==> src/rtl/gpio_pkg.sv <==
package gpio_pkg;

    localparam int DATA_W = 8;

    typedef enum logic [1:0] {
        EDGE_OFF  = 2'd0,
        EDGE_FALL = 2'd1,
        EDGE_RISE = 2'd2,
        EDGE_BOTH = 2'd3
    } edge_mode_e;

    typedef struct packed {
        logic       dir;
        logic       push_pull;
        logic       pull_en;
        logic [1:0] pull_sel;
        logic       level;
    } out_ctrl_t;

    function automatic logic edge_hit(edge_mode_e m, logic cur, logic prv);
        case (m)
            EDGE_FALL: return prv & ~cur;
            EDGE_RISE: return cur & ~prv;
            EDGE_BOTH: return cur ^ prv;
            default:   return 1'b0;
        endcase
    endfunction

    function automatic logic drive_enable(out_ctrl_t c);
        return c.dir & (c.push_pull | ~c.level);
    endfunction

endpackage

==> src/rtl/gpio_pin_sense.sv <==
module gpio_pin_sense
    import gpio_pkg::*;
(
    input  logic       clk,
    input  logic       rst,
    input  logic       pad,
    input  edge_mode_e mode,
    output logic       level,
    output logic       hit
);
    logic meta_q, sync_q, prev_q;

    always_ff @(posedge clk) begin
        if (rst) begin
            meta_q <= 1'b0;
            sync_q <= 1'b0;
            prev_q <= 1'b0;
        end else begin
            meta_q <= pad;
            sync_q <= meta_q;
            prev_q <= sync_q;
        end
    end

    assign level = sync_q;
    assign hit   = edge_hit(mode, sync_q, prev_q);
endmodule

==> src/rtl/gpio_irq_group.sv <==
module gpio_irq_group #(
    parameter int WIDTH = 7
) (
    input  logic             clk,
    input  logic             rst,
    input  logic [WIDTH-1:0] hit,
    input  logic             wr_status,
    input  logic             wr_mask,
    input  logic [WIDTH-1:0] wdata,
    output logic [WIDTH-1:0] status,
    output logic [WIDTH-1:0] mask,
    output logic             pend
);
    always_ff @(posedge clk) begin
        if (rst) begin
            status <= '0;
            mask   <= '0;
        end else begin
            // a new hit outranks a same-cycle clear
            status <= (status & ~(wr_status ? wdata : '0)) | hit;
            if (wr_mask) mask <= wdata;
        end
    end

    assign pend = |(status & ~mask);
endmodule

==> src/rtl/gpio_bank_ctrl.sv <==
module gpio_bank_ctrl
    import gpio_pkg::*;
#(
    parameter int NUM_PINS    = 13,
    parameter int GROUP0_PINS = 7,
    parameter int ADDR_W      = 6
) (
    input  logic                  clk,
    input  logic                  rst,
    input  logic [ADDR_W-1:0]     reg_addr,
    input  logic                  reg_wr,
    input  logic [DATA_W-1:0]     reg_wdata,
    output logic [DATA_W-1:0]     reg_rdata,
    input  logic [NUM_PINS-1:0]   pad_in,
    output logic [NUM_PINS-1:0]   pad_out,
    output logic [NUM_PINS-1:0]   pad_oe,
    output logic [NUM_PINS-1:0]   pad_push_pull,
    output logic [NUM_PINS-1:0]   pad_pull_en,
    output logic [2*NUM_PINS-1:0] pad_pull_sel,
    output logic                  irq
);
    localparam int GROUP1_PINS = NUM_PINS - GROUP0_PINS;
    localparam int IC_BASE     = NUM_PINS;
    localparam int STAT0_ADDR  = 2 * NUM_PINS;
    localparam int STAT1_ADDR  = STAT0_ADDR + 1;
    localparam int MASK0_ADDR  = STAT0_ADDR + 2;
    localparam int MASK1_ADDR  = STAT0_ADDR + 3;
    localparam int OC_W        = $bits(out_ctrl_t);

    logic [NUM_PINS-1:0]      dir_vec, hit_vec, level_vec;
    logic [2*NUM_PINS-1:0]    mode_vec;
    logic [OC_W*NUM_PINS-1:0] oc_flat;
    logic [NUM_PINS-1:0]      stat_vec, mask_vec;
    logic                     pend0, pend1;
    logic                     unused_wdata;

    assign unused_wdata = reg_wdata[7];

    for (genvar p = 0; p < NUM_PINS; p++) begin : g_pin
        out_ctrl_t  oc_q;
        edge_mode_e md_q;
        logic       wr_oc, wr_ic;

        assign wr_oc = reg_wr && (reg_addr == ADDR_W'(p));
        assign wr_ic = reg_wr && (reg_addr == ADDR_W'(IC_BASE + p));

        always_ff @(posedge clk) begin
            if (rst) begin
                oc_q <= '0;
                md_q <= EDGE_OFF;
            end else begin
                if (wr_oc) oc_q <= out_ctrl_t'(reg_wdata[OC_W-1:0]);
                if (wr_ic) md_q <= edge_mode_e'(reg_wdata[2:1]);
            end
        end

        gpio_pin_sense u_sense (
            .clk   (clk),
            .rst   (rst),
            .pad   (pad_in[p]),
            .mode  (md_q),
            .level (level_vec[p]),
            .hit   (hit_vec[p])
        );

        assign oc_flat[OC_W*p +: OC_W] = oc_q;
        assign mode_vec[2*p +: 2]      = md_q;
        assign dir_vec[p]              = oc_q.dir;
        assign pad_out[p]              = oc_q.level;
        assign pad_push_pull[p]        = oc_q.push_pull;
        assign pad_pull_en[p]          = oc_q.pull_en;
        assign pad_pull_sel[2*p +: 2]  = oc_q.pull_sel;
        assign pad_oe[p]               = drive_enable(oc_q);
    end

    gpio_irq_group #(.WIDTH(GROUP0_PINS)) u_grp0 (
        .clk       (clk),
        .rst       (rst),
        .hit       (hit_vec[GROUP0_PINS-1:0]),
        .wr_status (reg_wr && reg_addr == ADDR_W'(STAT0_ADDR)),
        .wr_mask   (reg_wr && reg_addr == ADDR_W'(MASK0_ADDR)),
        .wdata     (reg_wdata[GROUP0_PINS-1:0]),
        .status    (stat_vec[GROUP0_PINS-1:0]),
        .mask      (mask_vec[GROUP0_PINS-1:0]),
        .pend      (pend0)
    );

    gpio_irq_group #(.WIDTH(GROUP1_PINS)) u_grp1 (
        .clk       (clk),
        .rst       (rst),
        .hit       (hit_vec[NUM_PINS-1:GROUP0_PINS]),
        .wr_status (reg_wr && reg_addr == ADDR_W'(STAT1_ADDR)),
        .wr_mask   (reg_wr && reg_addr == ADDR_W'(MASK1_ADDR)),
        .wdata     (reg_wdata[GROUP1_PINS-1:0]),
        .status    (stat_vec[NUM_PINS-1:GROUP0_PINS]),
        .mask      (mask_vec[NUM_PINS-1:GROUP0_PINS]),
        .pend      (pend1)
    );

    assign irq = pend0 | pend1;

    always_comb begin
        reg_rdata = '0;
        for (int p = 0; p < NUM_PINS; p++) begin
            if (reg_addr == ADDR_W'(p))
                reg_rdata = DATA_W'(oc_flat[OC_W*p +: OC_W]);
            if (reg_addr == ADDR_W'(IC_BASE + p))
                reg_rdata = DATA_W'({mode_vec[2*p +: 2], level_vec[p]});
        end
        if (reg_addr == ADDR_W'(STAT0_ADDR)) reg_rdata = DATA_W'(stat_vec[GROUP0_PINS-1:0]);
        if (reg_addr == ADDR_W'(STAT1_ADDR)) reg_rdata = DATA_W'(stat_vec[NUM_PINS-1:GROUP0_PINS]);
        if (reg_addr == ADDR_W'(MASK0_ADDR)) reg_rdata = DATA_W'(mask_vec[GROUP0_PINS-1:0]);
        if (reg_addr == ADDR_W'(MASK1_ADDR)) reg_rdata = DATA_W'(mask_vec[NUM_PINS-1:GROUP0_PINS]);
    end
endmodule

==> config.mk <==
export PLATFORM = sky130hd
export DESIGN_NAME = gpio_bank_ctrl
export DESIGN_NICKNAME = d
export VERILOG_FILES = /design/src/rtl/gpio_pkg.sv /design/src/rtl/gpio_pin_sense.sv /design/src/rtl/gpio_irq_group.sv /design/src/rtl/gpio_bank_ctrl.sv
export SDC_FILE = /design/constraint.sdc
export NUM_CORES = 1
export LEC_CHECK = 0
export BUFFER_PORTS_ARGS = -buffer_cell sky130_fd_sc_hd__buf_4
export CAP_MARGIN = 20
export CORE_UTILIZATION = 62
export DETAILED_ROUTE_END_ITERATION = 12
export HOLD_SLACK_MARGIN = 0.05
export PLACE_DENSITY_LB_ADDON = 0.3
export SKIP_CTS_REPAIR_TIMING = 1
export SLEW_MARGIN = 10
export SYNTH_ARGS = -nofsm -noshare
export SYNTH_HDL_FRONTEND = slang
export SYNTH_SLANG_ARGS = --single-unit
==> constraint.sdc <==
create_clock -name clk -period 4.3 [get_ports clk]
set_input_delay 0.43 -clock clk [delete_from_list [all_inputs] [get_ports clk]]
set_output_delay 0.43 -clock clk [all_outputs]
set_load 0.005 [all_outputs]
==> results of run 1 <==
-- cells by family (layout without fill, tap and decap cells) --
logic type / count (synthesis) / in the layout / synth area share (%)
muxes: 47 / 47 / 5.51
AOI/OAI and AO/OA: 231 / 231 / 17.5
buffers and inverters: 147 / 219 / 7.51
other: 1 / 1 / 0.0437
adders and majority gates: 26 / 26 / 3.79
and+or+nand+nor: 460 / 460 / 26.2
DFF: 169 / 169 / 39.4
-- cells in the final DEF (no fill, tap or decap), drive strengths merged, types with 4 or more instances in the layout --
| cell type | n |
|---|---|
| and2 | 6 |
| nor2b | 31 |
| dfxtp | 169 |
| a22oi | 11 |
| a31oi | 5 |
| nand4 | 4 |
| inv | 67 |
| mux2i | 45 |
| nor3 | 11 |
| o22ai | 11 |
| o211ai | 8 |
| clkinv | 6 |
| a32oi | 7 |
| o21ai | 30 |
| and3 | 4 |
| nand2b | 8 |
| o221ai | 10 |
| a21boi | 13 |
| buf | 123 |
| nor2 | 100 |
| ha | 26 |
| nand2 | 155 |
| nand3 | 110 |
| a21oi | 94 |
| or2 | 4 |
| o32ai | 4 |
| nor4 | 5 |
| clkbuf | 18 |
| a221oi | 18 |
-- area by class of cell --
cell class / instances / share of cell area, %
tap: 176 / 2.22
timing repair buffer: 123 / 9.43
multi-input combinational: 765 / 45.8
sequential: 169 / 34.1
clock inverter: 14 / 1.69
inverter: 64 / 2.42
clock buffer: 18 / 4.32
-- per-stage QoR --
step           std cells  cell area [um2]  setup WS [ns]  power, W  hold slack [ns]
3_3_place_gp        1297             9330           1.20   0.00187            0.416
3_5_place_dp        1297             9330           1.21   0.00187            0.423
5_1_grt             1329             9930          0.953   0.00349            0.199
6_report            1329             9930           1.06   0.00341            0.196
4_1_cts             1329             9930           1.19   0.00339            0.198
2_1_floorplan       1081             8580           1.95   0.00179            0.414
-- worst min path at each step --
stage,endpoint,slack (ns)
global route,g_pin[3].u_sense.meta_q,0.20
global placement,g_pin[2].u_sense.level,0.42
detailed placement,g_pin[9].u_sense.level,0.42
finish,g_pin[3].u_sense.meta_q,0.20
floorplan,g_pin[0].u_sense.level,0.41
CTS,g_pin[10].u_sense.meta_q,0.20
-- flip-flops by register name, summed over array words and instances (netlist names) --
signal and cells:
g_pin.u_sense.prev_q 13, u_grp1.mask 6, u_grp0.status 7, pad_pull_sel 26
u_grp1.status 6, dir_vec 13, pad_pull_en 13, pad_push_pull 13
u_grp0.mask 7, g_pin.md_q 26, g_pin.u_sense.level 13, g_pin.u_sense.meta_q 13
pad_out 13
-- per-layer routing --
metal  share of wire, %  track usage (%)  wire, um
met4                4.2             19.6      1160
met5                  0                0         0
met3                 10             8.08      2790
met1                 41             51.6     11200
met2                 45             60.1     12500
-- power by group through the flow --
stage / combinational, W / clock (W) / sequential, W
floorplan: 0.000166 / 0 / 0.00163
global placement: 0.000234 / 0 / 0.00163
detailed placement: 0.000237 / 0 / 0.00163
CTS: 0.000238 / 0.00156 / 0.00160
global route: 0.000259 / 0.00163 / 0.00160
finish: 0.000245 / 0.00156 / 0.00160
==> impl_metrics.toml, run 1 <==
[grt]
grt_max_degree = 89
antenna_found_initial = 0
grt-ovfl-total = 0
grt_first_pass_wirelength_um = 42500
grt_pass1_vias = 7729
track_usage_pct = 39.0

[worst_setup_path]
endpoint = "reg_rdata[3]"
cp_common_cell = "buf_4"
r2r_end = "u_grp1.status[0]"
critPathArrivalTime_ns = 2.81
worstPathRequired_ns = 3.87
reg2regPathDepth = 7
path_class = "in2out"
startpoint = "reg_addr[0]"
endpoint_kind = "output port"
cp_slowest_cell = "nor3_1"
rrSetupSlack_ns = 2.97
cp_cell_sequence = "buf_4 > or4b_1 > nor2_1 > buf_4 > a22oi_1 > nand2_1 > nor3_1 > o21ai_0 > buf_4"
cp_max_fo = 35
cp-start-kind = "primary input"
max_stage_delay_ns = 0.45
worstSetupPathDepth = 9
path_delay_family = "simple AND/OR/NAND/NOR gates"
crit_buf_inv = 3
r2r-start = "g_pin[7].u_sense.prev_q"

[power_and_ir_drop]
switching_power_w = 0.000878
p_clk_share_pct = 45.9
p_per_area_nw_per_um2 = 343
p_leak_nw = 3.76
power_frac_seq_pct = 46.9
power_frac_comb_pct = 7.2
swShare_pct = 25.8
peakVddDrop_uv = 437
p_int_w = 0.00253

[synth]
ys_top_cells_by_count = "dfxtp_1 (169), nand2_1 (155), nand3_1 (110)"
synth-async-reset-ratio_pct = 0
ys.flop_type = "dfxtp_1"
synth_seq_cells = 169
syn_area_per_cell_um2 = 7.94
synth_nets = 1137
synth_edf_count = 0
yosysMostFrequentCell = "dfxtp_1"
synthTopCellsByArea = "dfxtp_1 (39%), nand2_1 (6.8%), nand3_1 (6.4%), a21oi_1 (5.5%), mux2i_1 (5.3%)"
synth-seq-area-share_pct = 39.4
synth_warnings = 0
synthDistinctLibCells = 73
synth_cells = 1081
synth_top_area_cell = "dfxtp_1"
synthesis.area_um2 = 8580
synth_top_area_share_pct = 39.4

[timing]
finalCritPeriodShare_pct = 75.2
hold_viol_final = 0
clock_skew_ns = 0.00673
max_freq_mhz = 309
tightest_slew_ns = 0.864
rsz0062_at_grt = "no"
fin_crit_ns = 3.24
setup-violations-final = 0
slew_headroom_pct = 42.4
slew_viol_final = 0
setup_tns_ns = 0

[routing]
drtIter0Drc = 1110
drt-total-wl_um = 27600
dr.pass1.iters = 10
drcViolationCount = 0
vias = 8550
avgViaCountPerCell = 6.43
ant_nets = 0
routedWlPerCell_um = 20.8

[layout]
fillers = 1028
multi_input_area_um2 = 4550
fin_nets = 1196
num_antenna_cells = 0
postLayoutCoreUtil_pct = 74.4
drive_gt1_share_pct = 15.2
area_delta_synth_final_pct = 15.7
regArea_um2 = 3380

[floorplanning]
die_x_um = 120
die_area_um2 = 14300
num_io_pins = 117
num_rows = 42
coreArea_um2 = 13300
start_util_pct = 64.3
die_h_um = 120

[hold_path]
hp-start = "pad_in[3]"
hp-class = "in2reg"
hold_depth = 2

[clock_tree]
worstSkewPairLatency_ns = 0.44
cts_tree = "yes"
clock-sinks = 169
cts-root-buf = "clkbuf_16"
cts_buffers = 17
cts_max_path_buffers = 2
path_clk_slew_ns = 0.07
htree_num_levels = 4

[run]
drv_cap = 0

[outcome]
status = "finished clean"

[placed_design]
port_buffers = 114
hpwl_um = 19100
gp_congestion = 0.946
Power figures use the tool's default switching activity.
==> run 2, diff against run 1 <==
- CORE_UTILIZATION: 62 -> 52
- clock period: 4.3 -> 2.9 ns (I/O delays scaled with it)
==> impl_metrics.toml, run 2 (same netlist as run 1, synthesis figures left out) <==
[worst_setup_path]
max_stage_delay_ns = 0.50
path_class = "in2out"
cp_common_cell = "buf_4"
critPathArrivalTime_ns = 2.52
cp_slowest_cell = "nor3_1"
cp-start-kind = "primary input"
path_delay_family = "simple AND/OR/NAND/NOR gates"
crit_buf_inv = 3
worstPathRequired_ns = 2.61
cp_cell_sequence = "buf_4 > nor4_4 > buf_4 > and2_1 > a22oi_1 > nand4_1 > nor3_1 > o21ai_0 > buf_4"
endpoint_kind = "output port"
cp_max_fo = 31

[clock_tree]
cts_tree = "yes"
cts_buffers = 17
worstSkewPairLatency_ns = 0.44
cts_max_path_buffers = 2
htree_num_levels = 4
clock-sinks = 169
cts-root-buf = "clkbuf_16"
path_clk_slew_ns = 0.06

[timing]
slew_viol_final = 0
fin_ws_ns = 0.0865
setup_tns_ns = 0
max_freq_mhz = 355
clock_skew_ns = 0.00563
finalCritPeriodShare_pct = 97.0
slew_headroom_pct = 39.0
setup-violations-final = 0
fin_crit_ns = 2.81
rsz0062_at_grt = "no"
tightest_slew_ns = 0.913
hold_viol_final = 0

[routing]
drtIter0Drc = 964
wl_met3_um = 2430
drcViolationCount = 0
wl_met1_um = 11600
dr.pass1.iters = 8
vias = 8449
routedWlPerCell_um = 19.6
avgViaCountPerCell = 6.04
top_layer = "met4"
ant_nets = 0
drt-total-wl_um = 27400
wl_met2_um = 12300

[power_and_ir_drop]
p_per_area_nw_per_um2 = 490
power_w = 0.00500
p_leak_nw = 3.93
peakVddDrop_uv = 405

[layout]
num_antenna_cells = 0
final_cell_mix = "dfxtp_1 (169), nand2_1 (155), buf_4 (151)"
fin_nets = 1226
final_cells = 1399
layout_commonest_cell = "dfxtp_1"
area_delta_synth_final_pct = 19.0
drive_gt1_share_pct = 17.5

[placed_design]
hpwl_um = 19700
gp_congestion = 0.980
place_worst_setup_slack_ns = 0.228
port_buffers = 114
placed_cells_incl_taps = 1367

[floorplanning]
die_area_um2 = 17000
coreArea_um2 = 16000
die_h_um = 130
num_io_pins = 117
start_util_pct = 53.6
num_rows = 46
die_x_um = 130

[grt]
track_usage_pct = 32.9
grt-ovfl-total = 0
grt_first_pass_wirelength_um = 41600
antenna_found_initial = 0
grt_pass1_vias = 7397
grt_max_degree = 83

[outcome]
status = "finished clean"

[hold_path]
hp-class = "in2reg"

[run]
drv_cap = 0
[run 2: per-stage QoR]
stage	hold slack, ns	area (um2)	util (%)
after detailed placement	0.423	9620	60.1
after global routing	0.0545	10200	63.8
final	0.0617	10200	63.8
after global placement	0.418	9620	60.1
after floorplan	0.414	8580	-
after CTS	0.0462	10200	63.8
[run 2: area by class of cell]
| class | count | area [um2] |
|---|---|---|
| tap | 216 | 270 |
| timing repair buffer | 153 | 1170 |
| multi-input combinational | 765 | 4550 |
| sequential | 169 | 3380 |
| clock buffer | 18 | 439 |
| inverter | 64 | 240 |
| fill | 1455 | 5800 |
| clock inverter | 14 | 145 |
[run 2: layer usage]
metal  vias to the layer above  GRT usage (%)
li1                       3947              -
met1                      3991           44.6
met2                       434           50.7
met3                        77           7.17
met4                         0           13.9
met5                         -              0
[run 2: path summary, 6_finish.rpt]
kind,from,end,slack [ns],depth (start not counted)
setup reg to reg,g_pin[10].u_sense.level,u_grp1.status[3],1.61,6
hold / removal,pad_in[7],g_pin[7].u_sense.meta_q,0.06,2
setup / recovery,reg_addr[1],reg_rdata[3],0.09,9
hold reg to reg,g_pin[11].u_sense.meta_q,g_pin[11].u_sense.level,0.43,1
[run 2: power by group]
part	switching, W	internal, W
registers	0.0000224	0.00235
logic	0.000251	0.000126
clock network	0.000956	0.00129
total	0.00123	0.00377
